==> config.mk <==
export PLATFORM = sky130hd
export DESIGN_NAME = prio_vec_intc
export DESIGN_NICKNAME = d
export VERILOG_FILES = /design/src/rtl/prio_vec_intc.sv
export SDC_FILE = /design/constraint.sdc
export NUM_CORES = 1
export LEC_CHECK = 0
export BUFFER_PORTS_ARGS = -buffer_cell sky130_fd_sc_hd__buf_2
export CORE_MARGIN = 2
export CORE_UTILIZATION = 45
export CTS_CLUSTER_SIZE = 8
export DETAILED_ROUTE_END_ITERATION = 16
export PLACE_DENSITY = 0.7
export SYNTH_ARGS = -nofsm -noshare
export SYNTH_HDL_FRONTEND = slang
export SYNTH_SLANG_ARGS = --single-unit
==> constraint.sdc <==
create_clock -name clk -period 170.4 [get_ports clk]
set_input_delay 17.04 -clock clk [delete_from_list [all_inputs] [get_ports clk]]
set_output_delay 17.04 -clock clk [all_outputs]
set_load 0.005 [all_outputs]
==> src/rtl/prio_vec_intc.sv <==
module prio_vec_intc #(
  parameter int NUM_SRC     = 54,
  parameter int DATA_W      = 16,
  parameter int VEC_W       = 24,
  parameter int STACK_DEPTH = 8,
  parameter logic [VEC_W-1:0] PRI_BASE = 'h000004,
  parameter logic [VEC_W-1:0] ALT_BASE = 'h000084,
  localparam int FW    = (NUM_SRC + DATA_W - 1) / DATA_W,
  localparam int PPW   = DATA_W / 4,
  localparam int PW    = (NUM_SRC + PPW - 1) / PPW,
  localparam int A_FLG = 2,
  localparam int A_EN  = A_FLG + FW,
  localparam int A_PRI = A_EN + FW,
  localparam int NREG  = A_PRI + PW,
  localparam int AW    = $clog2(NREG),
  localparam int IDW   = $clog2(NUM_SRC),
  localparam int SW    = $clog2(STACK_DEPTH),
  localparam int DW    = $clog2(STACK_DEPTH + 1)
) (
  input  logic               clk,
  input  logic               rst_n,
  input  logic [NUM_SRC-1:0] src_irq,
  input  logic               irq_ack,
  input  logic               irq_ret,
  input  logic               reg_wr,
  input  logic [AW-1:0]      reg_addr,
  input  logic [DATA_W-1:0]  reg_wdata,
  output logic [DATA_W-1:0]  reg_rdata,
  output logic               irq_req,
  output logic [VEC_W-1:0]   irq_vec,
  output logic [IDW-1:0]     irq_id,
  output logic [2:0]         irq_lvl,
  output logic [2:0]         cpu_prio
);

  logic [NUM_SRC-1:0] flags, en;
  logic [2:0]         prio [NUM_SRC];
  logic [2:0]         stk  [STACK_DEPTH];
  logic [DW-1:0]      depth;
  logic               alt_sel, nest_off;
  logic [2:0]         best_lvl;
  logic [IDW-1:0]     best_id;

  wire busy = depth != '0;
  wire full = depth == DW'(STACK_DEPTH);
  wire [SW-1:0] push_idx = depth[SW-1:0];
  wire [SW-1:0] pop_idx  = depth[SW-1:0] - 1'b1;
  wire pop  = irq_ret && busy;
  wire take = irq_ack && irq_req && !irq_ret;

  always_comb begin
    best_lvl = '0;
    best_id  = '0;
    for (int i = 0; i < NUM_SRC; i++)
      if (flags[i] && en[i] && prio[i] > best_lvl) begin
        best_lvl = prio[i];
        best_id  = IDW'(i);
      end
  end

  assign irq_lvl = best_lvl;
  assign irq_id  = best_id;
  assign irq_req = (best_lvl > cpu_prio) && !full && !(nest_off && busy);
  assign irq_vec = (alt_sel ? ALT_BASE : PRI_BASE) + VEC_W'({best_id, 1'b0});

  always_ff @(posedge clk or negedge rst_n)
    if (!rst_n) begin
      flags <= '0;
      en    <= '0;
      for (int i = 0; i < NUM_SRC; i++) prio[i] <= '0;
    end else
      for (int i = 0; i < NUM_SRC; i++) begin
        if (reg_wr && reg_addr == AW'(A_FLG + i / DATA_W))
          flags[i] <= reg_wdata[i % DATA_W] | src_irq[i];
        else if (src_irq[i])
          flags[i] <= 1'b1;
        if (reg_wr && reg_addr == AW'(A_EN + i / DATA_W))
          en[i] <= reg_wdata[i % DATA_W];
        if (reg_wr && reg_addr == AW'(A_PRI + i / PPW))
          prio[i] <= reg_wdata[(i % PPW) * 4 +: 3];
      end

  always_ff @(posedge clk or negedge rst_n)
    if (!rst_n) begin
      alt_sel  <= 1'b0;
      nest_off <= 1'b0;
    end else if (reg_wr && reg_addr == '0) begin
      alt_sel  <= reg_wdata[0];
      nest_off <= reg_wdata[1];
    end

  always_ff @(posedge clk or negedge rst_n)
    if (!rst_n) begin
      cpu_prio <= '0;
      depth    <= '0;
    end else if (pop) begin
      cpu_prio <= stk[pop_idx];
      depth    <= depth - 1'b1;
    end else if (take) begin
      stk[push_idx] <= cpu_prio;
      cpu_prio      <= best_lvl;
      depth         <= depth + 1'b1;
    end else if (reg_wr && reg_addr == AW'(1)) begin
      cpu_prio <= reg_wdata[2:0];
    end

  always_comb begin
    reg_rdata = '0;
    if (reg_addr == '0) reg_rdata[1:0] = {nest_off, alt_sel};
    if (reg_addr == AW'(1)) reg_rdata[2:0] = cpu_prio;
    for (int i = 0; i < NUM_SRC; i++) begin
      if (reg_addr == AW'(A_FLG + i / DATA_W)) reg_rdata[i % DATA_W] = flags[i];
      if (reg_addr == AW'(A_EN + i / DATA_W))  reg_rdata[i % DATA_W] = en[i];
      if (reg_addr == AW'(A_PRI + i / PPW))    reg_rdata[(i % PPW) * 4 +: 3] = prio[i];
    end
  end

  p_req_above_cpu_r5: assert property (@(posedge clk) disable iff (!rst_n)
    irq_req |-> (irq_lvl > cpu_prio) && (irq_lvl != '0));

  p_ack_raise_r7: assert property (@(posedge clk) disable iff (!rst_n)
    (irq_ack && irq_req && !irq_ret) |=> cpu_prio == $past(irq_lvl));

  p_ret_pop_r8: assert property (@(posedge clk) disable iff (!rst_n)
    (irq_ret && depth != '0) |=> depth == $past(depth) - 1'b1);

  p_nest_block_r9: assert property (@(posedge clk) disable iff (!rst_n)
    (nest_off && depth != '0) |-> !irq_req);

  p_flag_sticky_r2: assert property (@(posedge clk) disable iff (!rst_n)
    !(reg_wr && reg_addr >= AW'(A_FLG) && reg_addr < AW'(A_EN))
      |=> (flags & $past(flags)) == $past(flags));

  p_no_overflow_r11: assert property (@(posedge clk) disable iff (!rst_n)
    (depth == DW'(STACK_DEPTH)) |-> !irq_req);

endmodule

[Word-level counts from Yosys, hierarchy flattened]
Memories as Yosys holds them, arrays and structs flattened.
Index checks and enable logic that the tools add are counted.
Operators by class
  bitwise gates (word level): 54
  add/sub/neg operators: 4
  mux-type cells: 388
  $lt $le $gt $ge: 55
  equal/unequal tests: 24
  reductions and logical operators: 200
Operators by type and width (number)
  3-bit 2-to-1 mux: 112
  6-bit 2-to-1 mux: 51
  1-bit 2-to-1 mux: 220
  3-bit greater-than comparator: 54
  1-bit logical AND: 139
  2-bit nonzero test: 55
  1-bit bitwise OR: 54
  5-bit by 4-bit equality test with 1-bit output (second input constant): 8
  5-bit equality test (second input constant): 8
  5-bit by 3-bit equality test with 1-bit output (second input constant): 4
  5-bit by 2-bit equality test with 1-bit output (second input constant): 2
  8-bit by 7-bit adder with 9-bit output: 1
  4-bit 2-to-1 mux: 2
  8-bit 2-to-1 mux: 1
  5-bit by 1-bit equality test with 1-bit output (second input constant): 1
  5-bit zero test: 1
  4-bit by 1-bit adder with 4-bit output (second input constant): 1
  4-bit equality test (second input constant): 1
  2-bit 2-to-1 mux: 2
  4-bit nonzero test: 1
  4-bit by 1-bit subtractor with 4-bit output (second input constant): 1
  3-bit by 1-bit greater-than comparator with 1-bit output (second input constant): 1
  1-bit zero test: 3
  3-bit nonzero test: 1
  3-bit by 1-bit subtractor with 3-bit output (second input constant): 1
Word-level totals
  word-level logic and storage cells: 842
  output and inout bits: 53
  RAM bits: 24
  memories: 1
  register bits after elaboration: 279
  input port bits: 80
Memories
  stk: depth 8, width 3, read ports 1, clocked after memory_dff 0, wr ports 1, line 38  | logic [2:0] stk [STACK_DEPTH];

[Depth between registers and ports, before layout]
Gate-level depths: netlist of run 1.
  word-level depth: 171
  depth in mapped cells: 357
  depth with buffers taken out: 356

[Least setup slack after synthesis of run 1]
No wires, ideal clock.
  path kind: reg2out
  start: reg flags[0]
  end: out irq_req
  buffers on the path: 1
  cell stages (with the launch flop): 334
  required time: 153360 ps
  arrival time: 63791 ps
  path slack: 89569 ps
  path through: dfrtp_1 -> nand3_1 -> ha_1 -> nor2b_4 -> o311a_4 -> a21bo_2 -> nand2_1 -> ha_1 -> nor4_1 -> a2111oi_0 -> a211oi_1 -> ha_1 -> nor2_1 -> a221oi_1 -> o31ai_1 -> and4_1 -> nor2_1 -> ha_1 -> [... 298 more ...] -> o311a_1 -> o21ai_1 -> mux2_2 -> ha_1 -> nor2_1 -> o21ai_0 -> a221oi_2 -> o21ba_2 -> o21a_1 -> ha_1 -> nor2b_1 -> o21a_1 -> o2111ai_1 -> clkbuf_1 -> o221ai_1 -> o21ai_0 -> ha_1 -> a311oi_1
On the way
  longest elaborated chain between the ends: 165
RTL lines
  start, declared: line 36  | logic [NUM_SRC-1:0] flags, en;
  start signal, assigned by index: line 74  | flags[i] <= reg_wdata[i % DATA_W] | src_irq[i];
  1-bit logical AND * (2 in series): line 55  | if (flags[i] && en[i] && prio[i] > best_lvl) begin
  3-bit 2-to-1 mux *: line 55
  3-bit greater-than comparator: line 55
  1-bit logical AND: line 55
  3-bit 2-to-1 mux *: line 55
  3-bit greater-than comparator: line 55
  1-bit logical AND: line 55
  3-bit 2-to-1 mux *: line 55
  [... 148 more ...]
  1-bit logical AND: line 55
  3-bit 2-to-1 mux *: line 55
  3-bit greater-than comparator: line 55
  1-bit logical AND: line 55
  3-bit 2-to-1 mux *: line 55
  named net irq_lvl[1]: line 32  | output logic [2:0] irq_lvl,
  3-bit greater-than comparator *: line 63  | assign irq_req = (best_lvl > cpu_prio) && !full && !(nest_off && busy);
  1-bit logical AND * (2 in series): line 63
  end, declared: line 29  | output logic irq_req,
The timed path passes the listed nets; every way through them passes the cells marked *.

[Worst setup path after layout of run 1]
  start: reg flags[0]
  end: out irq_req
On the way
  longest elaborated chain between the ends: 165
RTL lines (line)
  1-bit logical AND * (2 in series): 55
  3-bit 2-to-1 mux *: 55
  3-bit greater-than comparator: 55
  1-bit logical AND: 55
  3-bit 2-to-1 mux *: 55
  3-bit greater-than comparator: 55
  1-bit logical AND: 55
  3-bit 2-to-1 mux *: 55
  [... 147 more ...]
  3-bit greater-than comparator: 55
  1-bit logical AND: 55
  3-bit 2-to-1 mux *: 55
  3-bit greater-than comparator: 55
  1-bit logical AND: 55
  3-bit 2-to-1 mux *: 55
  3-bit greater-than comparator *: 63
  1-bit logical AND * (2 in series): 63
Every way passes the cells marked *; elsewhere a longest branch is shown, timed or not.

==> impl_results.rst, run 1 <==
.. list-table::
   :header-rows: 1

   * - Metric
     - Value
   * - Outcome
     - finished, final reports clean
   * - Number of hold violations in the final report
     - 0
   * - Vias after detailed routing
     - 20494
   * - Setup_tns
     - 0 ps
   * - Wire length reported by the detailed router
     - 79.8 mm
   * - Post-CTS Setup Bufs
     - 0
   * - PwrDens
     - 22.9 nW/µm²
   * - Die Footprint
     - 50000 µm²
   * - Data arrival at the endpoint of the critical path
     - 74850 ps
   * - Antenna violation net count after detailed routing
     - 0
   * - EDFF count, synth
     - 24
   * - Average detailed-routed wire length per instance
     - 25.8 µm
   * - #FFs+latches synth
     - 303
   * - Worst hold-check path type
     - reg -> reg
   * - Detailed Route Iter0 Violations
     - 2270
   * - Yosys warning count
     - 0
   * - H-tree depth reported by CTS
     - 2
   * - Total routing resource utilization after global routing
     - 31.7%
   * - Final instance area
     - 24100 µm²
   * - Start point of the worst min-delay path
     - depth[3]
   * - Internal portion of total power
     - 290 µW
   * - Die Span Y
     - 224 µm
   * - Worst Hold Path Cells
     - 1
   * - Worst slew margin relative to its limit
     - 30.2%
   * - Worst-path clk slew
     - 50 ps
   * - Top layer used by detailed routing
     - met5
   * - Maximum number of buffers from clock root to sink
     - 3
   * - Maximum achievable frequency
     - 0.0109 GHz
   * - Peak supply drop
     - 0.0139 mV
   * - CP Max Fanout
     - 10
   * - Overflow left after global routing
     - 0
   * - GP Congestion
     - 0.994
   * - Minimum setup slack among reg-to-reg paths
     - 94580 ps
   * - Power share of the sequential group
     - 19.0%
   * - I/O Buffers
     - 115
   * - Cell variety after synth
     - 114
   * - Launching instance or port of the critical path
     - flags[0]
   * - Path type of the worst setup path
     - reg -> out
   * - Maximum number of pins on one net before global-route repair
     - 127
   * - Type of element launching the critical path
     - flop
   * - Area delta synth->final
     - 11.1%
   * - Largest stage delay, worst path
     - 760 ps
   * - Met3 WL post-DR
     - 6.69 mm
   * - Fraction of final layout cells sized beyond drive strength 1
     - 20.2%
   * - Routed met1 length
     - 34.3 mm
   * - Gate count after technology mapping
     - 2369
   * - Critical path data required time
     - 153360 ps
   * - Crit path time final
     - 91890 ps
   * - Count of TritonRoute iterations in the first routing pass
     - 6
   * - Latest clock arrival within the worst-skew pair
     - 580 ps
   * - Routed wire length on met2
     - 35.8 mm
   * - Combinational cell fraction of total power
     - 66.1%
   * - Root buffer cell
     - sky130_fd_sc_hd__clkbuf_16
   * - Crit-path slowest cell
     - sky130_fd_sc_hd__o311ai_0
   * - Starting Density
     - 45.5%
   * - TritonCTS buffer count
     - 45
   * - Dominant register cell in the synthesized netlist
     - sky130_fd_sc_hd__dfrtp_1
   * - Final Max Slew Viols
     - 0
   * - Final-stage net count
     - 2602
   * - Static Leakage
     - 10.7 nW
   * - CTS Sinks
     - 303
   * - Slew at the pin closest to its max-slew limit
     - 1040 ps
   * - Antenna violations before repair
     - 3
   * - Count of filler cells inserted in the layout
     - 4446
   * - Critical register-to-register path startpoint
     - flags[0]
   * - Final setup viols
     - 0
   * - Site row count
     - 80
   * - Leading cell type in the layout, fill and taps excluded
     - sky130_fd_sc_hd__dfrtp_1
   * - Final HPWL from detailed placement
     - 58.9 mm
   * - Die extent in x
     - 224 µm
   * - Worst Setup End Kind
     - primary output
   * - Part of the cycle the worst path needs
     - 53.9%
   * - Net switching share of the total power
     - 47.5%
   * - Number of violations of the max-capacitance limit
     - 0
   * - Worst Skew
     - 16.5 ps
   * - Seq/Total Area, Yosys
     - 35.5%
   * - IO Count
     - 133
   * - Async set-reset flop share out of synthesis
     - 92.1%
   * - RSZ-0062 raised after global routing
     - no
   * - Post-synthesis average cell area
     - 9.16 µm²
   * - Psw
     - 263 µW
   * - Cell occurring most often along the worst timing path
     - sky130_fd_sc_hd__nor2_1
   * - Clock power frac
     - 15.0%
   * - Post-Synthesis Cell Area
     - 21700 µm²
   * - Number of gates given a new drive strength after cts
     - 0
   * - Clock tree from TritonCTS
     - built
   * - Number of global-route vias before repair
     - 19690
   * - Number of cells on the worst reg-to-reg path
     - 336
   * - Wire length of the first global-routing pass
     - 121 mm
   * - Floorplan Core Area
     - 47600 µm²
   * - Most used cells in the layout excluding fill and tap cells
     - 279 x sky130_fd_sc_hd__dfrtp_1, 231 x sky130_fd_sc_hd__mux2_2, 216 x sky130_fd_sc_hd__nor2_1
   * - Count of unresolved DRC violations after routing
     - 0
   * - Number of buffers inserted for hold repair after clock tree synthesis
     - 0
   * - Cell Area, Placed
     - 22800 µm²
   * - Via/cell ratio
     - 6.64
## cell type report
cell class                 instances  area [µm²]  area share [%]
clock inverter                     6        81.3           0.337
timing repair buffer             140         786            3.26
clock buffer                      55        1180            4.91
tap                              615         769            3.19
multi-input combinational       1863       13200            54.7
inverter                         104         390            1.62
sequential                       303        7700            32.0
antenna                            1        2.50          0.0104
## power groups by stage
stage	Combinational (mW)	Sequential (mW)	Clock, mW
2_1_floorplan	0.267	0.0955	0
3_3_place_gp	0.351	0.104	0
3_5_place_dp	0.359	0.105	0
4_1_cts	0.361	0.104	0.0839
5_1_grt	0.406	0.106	0.0869
6_report	0.365	0.105	0.0827
## cell usage after synthesis (27+ instances only)
master / instances / area [µm²]
sky130_fd_sc_hd__mux2_2: 231 / 2600
sky130_fd_sc_hd__o21ai_0: 82 / 410
sky130_fd_sc_hd__and3_1: 92 / 576
sky130_fd_sc_hd__dfrtp_1: 279 / 6980
sky130_fd_sc_hd__and2_1: 47 / 294
sky130_fd_sc_hd__nor3_1: 42 / 210
sky130_fd_sc_hd__clkbuf_1: 93 / 349
sky130_fd_sc_hd__a211o_1: 60 / 526
sky130_fd_sc_hd__ha_1: 64 / 801
sky130_fd_sc_hd__a22oi_1: 54 / 405
sky130_fd_sc_hd__nor2_1: 218 / 818
sky130_fd_sc_hd__a21oi_1: 132 / 661
sky130_fd_sc_hd__nand2_1: 200 / 751
sky130_fd_sc_hd__inv_1: 104 / 390
sky130_fd_sc_hd__a211oi_1: 27 / 203
sky130_fd_sc_hd__nand3_1: 94 / 470
## path summary, 6_finish.rpt
path | endpoint
worst max-delay path | irq_req
min in group asynchronous | prio[78]
worst min-delay path | depth[3]
worst min register to register | depth[3]
max in group asynchronous | prio[129]
worst max register to register | stk[0][1]
## kinds of logic after synthesis
family,Yosys count,synth area share [%]
other,1,0.0173
flip-flops,303,35.5
multiplexers,251,13.3
buffers and inverters,219,4.11
AND/OR/NAND/NOR,814,18.3
XOR/XNOR,6,0.242
adder cells (fa/ha/maj),75,4.24
AO/OA/AOI/OAI,700,24.3
## routing by layer
| metal | global-route usage [%] | vias to the layer above |
|---|---|---|
| met5 | 0 | - |
| met4 | 11.6 | 2 |
| met3 | 5.19 | 162 |
| met2 | 50.2 | 1053 |
| met1 | 43.7 | 10157 |
| li1 | - | 9120 |
## worst max-delay path, delay by kind of cell (launching register included)
family	cells	cell delay, ps
buffers and inverters	12	1270
adders and majority gates	62	17960
and+or+nand+nor	109	16560
muxes	11	3990
AOI/OAI and AO/OA	140	33990
DFF	1	440
## state kept, by name (all words and copies together), names as in the netlist
register,flops
alt_sel,1
depth,4
flags,54
cpu_prio,3
prio,162
nest_off,1
en,54
stk,24
## through the flow
step                utilization [%]  instances  hold slack [ps]  power, mW  setup WS [ps]
global route                   50.6       3086              520      0.599          72730
global placement               47.9       3025              483      0.455          82250
finish                         50.6       3087              504      0.553          78510
detailed placement             47.9       3025              490      0.464          80340
CTS                            50.6       3086              501      0.549          79480
floorplan                         -       2385              459      0.363          89570
(Power assumes the default switching activity.)
==> inputs of run 2 (changes only) <==
Settings changed: ABC_AREA set to 1.
Clock period 170.4 ns to 94.3 ns, I/O delays scaled along.
==> run 2 against run 1 <==
The run now ends with capacitance limit left. Wire length is 11% lower. Utilization is 0.35 points higher. Setup slack worse by 53000 ps. Synthesized cell count is 16% higher. Sequential share of layout area is 2.1 points higher. Clock-buffer cell count stayed put. Clock power is 79% higher. Via count is 3.9% lower. Combinational power is 100% higher. Final cell count is 12% higher. First-iteration DRC count is 4.9% lower. Global-route usage is 1.5 points lower.
==> impl_results.rst, run 2 <==
.. list-table::
   :header-rows: 1

   * - Metric
     - Value
   * - Detailed Route Iter0 Violations
     - 2159 (-4.9%)
   * - Critical path data required time
     - 84870 ps (-68490 ps)
   * - Die Footprint
     - 47000 µm² (-6.1%)
   * - CP Max Fanout
     - 8 (-2)
   * - Overflow left after global routing
     - 0 (unchanged)
   * - Post-Synthesis Cell Area
     - 20400 µm² (-6.2%)
   * - Cell variety after synth
     - 60 (-47%)
   * - Maximum achievable frequency
     - 0.0145 GHz
   * - Starting Density
     - 45.8% (+0.29 points)
   * - EDFF count, synth
     - 24 (unchanged)
   * - Via/cell ratio
     - 5.72 (-14%)
   * - Wire length reported by the detailed router
     - 71.3 mm (-11%)
   * - Setup_tns
     - 0 ps (unchanged)
   * - Maximum number of pins on one net before global-route repair
     - 102 (-20%)
   * - Final Max Slew Viols
     - 0 (unchanged)
   * - Failing checks
     - capacitance limit
   * - Fraction of final layout cells sized beyond drive strength 1
     - 16.8% (-3.4 points)
   * - Die extent in x
     - 217 µm (-3.1%)
   * - Leading cell type in the layout, fill and taps excluded
     - sky130_fd_sc_hd__nand2_1
   * - Yosys warning count
     - 0 (unchanged)
   * - Cell occurring most often along the worst timing path
     - sky130_fd_sc_hd__o21ai_0
   * - Number of hold violations in the final report
     - 0 (unchanged)
   * - Regs by FF count
     - prio x162, en x54, flags x54
   * - PwrDens
     - 47.1 nW/µm² (+110%)
   * - Part of the cycle the worst path needs
     - 73.3%
   * - Post-synthesis average cell area
     - 7.42 µm² (-19%)
   * - Worst hold-check path type
     - reg -> reg
   * - Most used cells in the layout excluding fill and tap cells
     - 622 x sky130_fd_sc_hd__nand2_1, 438 x sky130_fd_sc_hd__o21ai_0, 324 x sky130_fd_sc_hd__inv_1
   * - Worst slew margin relative to its limit
     - 1.88% (-28 points)
   * - Largest stage delay, worst path
     - 380 ps (-380 ps)
   * - Maximum number of buffers from clock root to sink
     - 3 (unchanged)
   * - Final setup viols
     - 0 (unchanged)
   * - Floorplan Core Area
     - 44400 µm² (-6.8%)
   * - Outcome
     - finished with violations
   * - Cell family with the largest share of critical-path delay
     - compound AO/OA/AOI/OAI gates
   * - Peak supply drop
     - 0.0478 mV (+250%)
   * - Max FFs per register
     - 162 (unchanged)
   * - Number of global-route vias before repair
     - 18463 (-6.2%)
   * - CTS Sinks
     - 303 (unchanged)
   * - Vias after detailed routing
     - 19702 (-3.9%)
   * - Antenna violations before repair
     - 1 (-2)
   * - Critical R2R Capture
     - cpu_prio[0]
   * - I/O Buffers
     - 115 (unchanged)
   * - Register ranked first by flip-flop count
     - prio
   * - Top cells by area, synth
     - sky130_fd_sc_hd__dfrtp_1 34%, sky130_fd_sc_hd__nand2_1 11%, sky130_fd_sc_hd__o21ai_0 11%, sky130_fd_sc_hd__inv_1 6.0%, sky130_fd_sc_hd__nand2_2 4.1%
   * - Area delta synth->final
     - 11.1% (about the same)
   * - Type of element launching the critical path
     - flop
   * - Number of gates given a new drive strength after cts
     - 0 (unchanged)
   * - Layout Utilization
     - 50.9% (+0.35 points)
   * - Antenna violation net count after detailed routing
     - 0 (unchanged)
   * - Gate count after technology mapping
     - 2745 (+16%)
   * - Worst-path clk slew
     - 50 ps (about the same)
   * - Seq/Total Area, Yosys
     - 37.8% (+2.3 points)
   * - Fraction of synthesized cell area taken by the top area cell type
     - 34.3% (+2.1 points)
   * - Final-stage net count
     - 2983 (+15%)
   * - IO Count
     - 133 (unchanged)
   * - #FFs+latches synth
     - 303 (unchanged)
   * - Most frequent cell after synthesis
     - sky130_fd_sc_hd__nand2_1
   * - Critical register-to-register path startpoint
     - en[0]
   * - Async set-reset flop share out of synthesis
     - 92.1% (unchanged)
   * - Clock tree from TritonCTS
     - built
   * - Count of TritonRoute iterations in the first routing pass
     - 6 (unchanged)
   * - Count of unresolved DRC violations after routing
     - 0 (unchanged)
   * - Slew at the pin closest to its max-slew limit
     - 1430 ps (+391 ps)
   * - Number of cells on the worst reg-to-reg path
     - 351 (+4.5%)
   * - Dominant register cell in the synthesized netlist
     - sky130_fd_sc_hd__dfrtp_1
   * - Worst Hold Path Cells
     - 2 (+1)
   * - Minimum setup slack among reg-to-reg paths
     - 34130 ps (-60450 ps)
   * - Static Leakage
     - 11.0 nW (+3.0%)
   * - Cell accounting for the most synthesized area
     - sky130_fd_sc_hd__dfrtp_1
   * - Worst min-delay path endpoint
     - en[9]
   * - Post-CTS Setup Bufs
     - 0 (unchanged)
   * - Number of buffers inserted for hold repair after clock tree synthesis
     - 0 (unchanged)
   * - Post-synth top cells
     - 622 x sky130_fd_sc_hd__nand2_1, 438 x sky130_fd_sc_hd__o21ai_0, 324 x sky130_fd_sc_hd__inv_1
   * - TritonCTS buffer count
     - 44 (-2.2%)
   * - Average detailed-routed wire length per instance
     - 20.7 µm (-20%)
   * - Start point of the worst min-delay path
     - en[9]
   * - Buf/Inv on CP
     - 21 (+9)
   * - Crit path time final
     - 69150 ps
   * - Final HPWL from detailed placement
     - 53.1 mm (-9.8%)
   * - Worst Skew
     - 16.0 ps (-0.569 ps)
   * - Worst Setup End Kind
     - primary output
   * - Total number of cells along the worst setup path
     - 345 (+3.3%)
   * - Wire length of the first global-routing pass
     - 107 mm (-11%)
   * - Number of violations of the max-capacitance limit
     - 1 (+1)
   * - Total routing resource utilization after global routing
     - 30.1% (-1.5 points)
   * - Count of filler cells inserted in the layout
     - 4301 (-3.3%)
   * - Site row count
     - 77 (-3.8%)
   * - Crit-path slowest cell
     - sky130_fd_sc_hd__o32a_2
   * - RSZ-0062 raised after global routing
     - no
   * - Latest clock arrival within the worst-skew pair
     - 580 ps (about the same)
   * - Root buffer cell
     - sky130_fd_sc_hd__clkbuf_16
   * - Die Span Y
     - 217 µm (-3.1%)
   * - Data arrival at the endpoint of the critical path
     - 59720 ps (-15130 ps)
   * - H-tree depth reported by CTS
     - 2 (unchanged)
   * - Path type of the worst setup path
     - reg -> out
   * - GP Congestion
     - 0.985 (-0.85%)
run 2: metal layers:
metal  vias up  GRT usage (%)  wire length [µm]
met3       202           6.01              6200
met4         0           17.6              4370
met2       858           46.0             31300
met1      9344           39.7             29400
met5         -              0                 0
li1       9298              -                 -
run 2: area by class of cell:
class                   instances  area [µm²]  area share (%)
repair buffers                127         676            2.99
well taps                     592         741            3.27
flip-flops and latches        303        7700            34.0
inverters                     364        1440            6.38
multi-input cells            1998       10800            48.0
clock buffers                  55        1160            5.14
clock inverters                 3        47.5           0.210
diodes                          1        2.50          0.0111
run 2: cells by family (layout without fill, tap and decap cells):
family / count (synthesis) / in the layout / share of synthesized area (%)
AOI/OAI and AO/OA: 714 / 714 / 20.3
xor gates and xnor gates: 4 / 4 / 0.172
adders and majority gates: 65 / 65 / 4.03
buffers and inverters: 460 / 549 / 9.19
DFF: 303 / 303 / 37.8
muxes: 4 / 4 / 0.197
other: 1 / 18 / 0.0184
and+or+nand+nor: 1194 / 1194 / 28.3
run 2: how the worst max path moves through the flow:
stage	end	startpoint
6_report	irq_req	en[0]
5_1_grt	irq_req	en[0]
4_1_cts	irq_req	en[0]
3_5_place_dp	irq_req	en[0]
3_3_place_gp	irq_req	en[0]
2_1_floorplan	irq_req	en[0]
run 2: where the power goes:
group | leakage [nW] | internal, mW | switching, mW | total, mW
clock network | 0.590 | 0.0878 | 0.0603 | 0.148
registers | 3.61 | 0.153 | 0.0224 | 0.176
logic | 6.79 | 0.279 | 0.462 | 0.741
total | 11.0 | 0.520 | 0.545 | 1.06
run 2: tightest hold or removal path: stages (launching register included):
cell,delay (ps)
sky130_fd_sc_hd__dfrtp_1,330
sky130_fd_sc_hd__nand2_1,50
sky130_fd_sc_hd__o21ai_0,60
run 2: stage by stage:
step	std cells	instance area, µm²	power (mW)	hold WS (ps)	worst slack [ps]
floorplan	2761	20400	0.721	447	33490
global placement	3384	21400	0.885	466	29110
detailed placement	3384	21400	0.909	473	26390
CTS	3442	22600	1.06	485	25630
global route	3443	22600	1.16	493	19440
finish	3443	22600	1.06	483	25150
==> inputs of run 3 (changes only) <==
Settings changed: ABC_AREA 1 to 0.
Clock period 94.3 ns to 71.8 ns, I/O delays scaled along.
==> run 3 against run 2 <==
Largest power group unchanged. Combinational power is 82% higher. Highest routed layer is now met5. Register-to-register slack worse by 26000 ps. Largest cell class unchanged. Cell area is 18% higher. The run now ends clean. First-iteration DRC count is 29% higher. Worst hold slack better by 20 ps. Clock power is 32% higher. Global-route usage is 2.8 points higher. Critical endpoint unchanged. Wire length is 20% higher. Clock-buffer cell count is 1 higher.
==> impl_results.rst, run 3 (synthesized netlist as in run 1, its figures left out) <==
.. list-table::
   :header-rows: 1

   * - Metric
     - Value
   * - Count of unresolved DRC violations after routing
     - 0 (unchanged)
   * - Floorplan Core Area
     - 47600 µm² (+7.3%)
   * - Pre-CTS setup slack
     - -2880 ps (-29270 ps)
   * - PwrDens
     - 67.0 nW/µm² (+42%)
   * - Post-layout power
     - 1.79 mW (+69%)
   * - Final instance area
     - 26800 µm² (+18%)
   * - Site row count
     - 80 (+3.9%)
   * - Latest clock arrival within the worst-skew pair
     - 590 ps (about the same)
   * - CTS Sinks
     - 303 (unchanged)
   * - Cell Area, Placed
     - 23600 µm² (+10%)
   * - Outcome
     - finished, final reports clean
   * - Overflow left after global routing
     - 0 (unchanged)
   * - Cell occurring most often along the worst timing path
     - sky130_fd_sc_hd__ha_1
   * - Slew at the pin closest to its max-slew limit
     - 1210 ps (-222 ps)
   * - Wire length of the first global-routing pass
     - 126 mm (+17%)
   * - Crit-path slowest cell
     - sky130_fd_sc_hd__or4_4
   * - Type of element launching the critical path
     - flop
   * - Starting Density
     - 45.5% (-0.29 points)
   * - Number of global-route vias before repair
     - 20670 (+12%)
   * - Worst-case hold slack
     - 503 ps (+19.9 ps)
   * - H-tree depth reported by CTS
     - 2 (unchanged)
   * - Setup_tns
     - 0 ps (unchanged)
   * - Critical path data required time
     - 64620 ps (-20250 ps)
   * - Crit path time final
     - 69480 ps
   * - Final Max Slew Viols
     - 0 (unchanged)
   * - Antenna violation net count after detailed routing
     - 0 (unchanged)
   * - Path type of the worst setup path
     - reg -> out
   * - Non-filler instance count after layout
     - 3254 (-5.5%)
   * - Number of placed instances, taps included
     - 3125 (-7.7%)
   * - Buf/Inv on CP
     - 20 (-4.8%)
   * - CP Max Fanout
     - 7 (-1)
   * - Die Footprint
     - 50000 µm² (+6.5%)
   * - Die Span Y
     - 224 µm (+3.2%)
   * - Count of TritonRoute iterations in the first routing pass
     - 7 (+1)
   * - Cell family with the largest share of critical-path delay
     - compound AO/OA/AOI/OAI gates
   * - Worst-path clk slew
     - 50 ps (about the same)
   * - Area delta synth->final
     - 23.4%
   * - Vias after detailed routing
     - 21838 (+11%)
   * - Via/cell ratio
     - 6.71 (+17%)
   * - Number of violations of the max-capacitance limit
     - 0 (-1)
   * - Final-stage net count
     - 2768 (-7.2%)
   * - Antenna violations before repair
     - 4 (+3)
   * - Regs by FF count
     - prio x162, en x54, flags x54
   * - Final setup viols
     - 0 (unchanged)
   * - Static Leakage
     - 11.7 nW (+6.7%)
   * - Total routing resource utilization after global routing
     - 33.0% (+2.8 points)
   * - Final HPWL from detailed placement
     - 60.9 mm (+15%)
   * - Maximum number of pins on one net before global-route repair
     - 70 (-31%)
   * - Worst Skew
     - 30.1 ps (+14.2 ps)
   * - Most used cells in the layout excluding fill and tap cells
     - 279 x sky130_fd_sc_hd__dfrtp_1, 221 x sky130_fd_sc_hd__mux2_2, 191 x sky130_fd_sc_hd__nand2_1
   * - Worst slew margin relative to its limit
     - 18.4% (+17 points)
   * - Fraction of final layout cells sized beyond drive strength 1
     - 33.5% (+17 points)
   * - Register ranked first by flip-flop count
     - prio
   * - Multi-input gate area in the final layout
     - 14600 µm² (+35%)
   * - TritonCTS buffer count
     - 45 (+2.3%)
   * - Leading cell type in the layout, fill and taps excluded
     - sky130_fd_sc_hd__dfrtp_1
   * - Worst Setup End Kind
     - primary output
   * - Maximum achievable frequency
     - 0.0144 GHz
   * - Max FFs per register
     - 162 (unchanged)
   * - Part of the cycle the worst path needs
     - 96.8%
   * - Number of hold violations in the final report
     - 0 (unchanged)
   * - Root buffer cell
     - sky130_fd_sc_hd__clkbuf_16
   * - Data arrival at the endpoint of the critical path
     - 62300 ps (+2580 ps)
   * - Clock tree from TritonCTS
     - built
   * - Average detailed-routed wire length per instance
     - 26.4 µm (+27%)
   * - Wire length reported by the detailed router
     - 85.9 mm (+20%)
   * - Worst hold-check path type
     - reg -> reg
   * - Peak supply drop
     - 0.0342 mV (-28%)
   * - Largest stage delay, worst path
     - 530 ps (+150 ps)
   * - Count of filler cells inserted in the layout
     - 4267 (-0.79%)
   * - IO Count
     - 133 (unchanged)
   * - Detailed Route Iter0 Violations
     - 2786 (+29%)
   * - Maximum number of buffers from clock root to sink
     - 3 (unchanged)
   * - GP Congestion
     - 0.989 (+0.36%)
   * - I/O Buffers
     - 115 (unchanged)
   * - Sequential standard cell area
     - 7700 µm² (unchanged)
   * - Die extent in x
     - 224 µm (+3.2%)
   * - Setup slack of the critical path after layout
     - 2320 ps (-22830 ps)
   * - Layout Utilization
     - 56.2% (+5.3 points)
==> run 3: metal layers <==
metal	vias up	GRT usage [%]	share of wire [%]
met5	-	0	0.010
met4	2	14.6	5.3
met3	290	5.25	8.8
met2	1269	52.0	45
met1	10833	44.8	41
li1	9444	-	-
==> run 3: worst paths after layout <==
check                         start         to  slack (ps)  depth (start not counted)
setup / recovery           flags[0]    irq_req        2320                        345
setup reg to reg           flags[0]  stk[0][0]        8620                        347
max in group asynchronous     rst_n  flags[44]       63100                          3
min in group asynchronous     rst_n  flags[28]        6520                          1
hold reg to reg            prio[81]   prio[81]         500                          1
hold / removal             prio[81]   prio[81]         500                          1
==> run 3: layout make-up <==
type | count | area share, %
diodes | 2 | 0.0187
inverters | 104 | 1.46
clock inverters | 5 | 0.201
well taps | 615 | 2.87
repair buffers | 306 | 7.57
flip-flops and latches | 303 | 28.8
multi-input cells | 1863 | 54.6
clock buffers | 56 | 4.47
==> run 3: report_power, final <==
group          internal (mW)  switching (mW)
Sequential             0.201          0.0508
Clock                  0.116          0.0807
Combinational          0.667           0.679
==> run 3: worst reg2reg max path: cells and delay by family (launching register included) <==
family	cells	cell delay, ps
flip-flops	1	410
adder cells (fa/ha/maj)	63	17080
AO/OA/AOI/OAI	135	23980
buffers and inverters	19	1960
multiplexers	12	3890
AND/OR/NAND/NOR	118	15470
==> run 3: repair_timing <==
item | 4_1_cts | 5_1_grt
setup endpoints to repair | 16 | 16
gates resized for setup | 65 | 260
pin swaps | 21 | 212
setup buffers | 12 | 56
hold buffers | 0 | 0
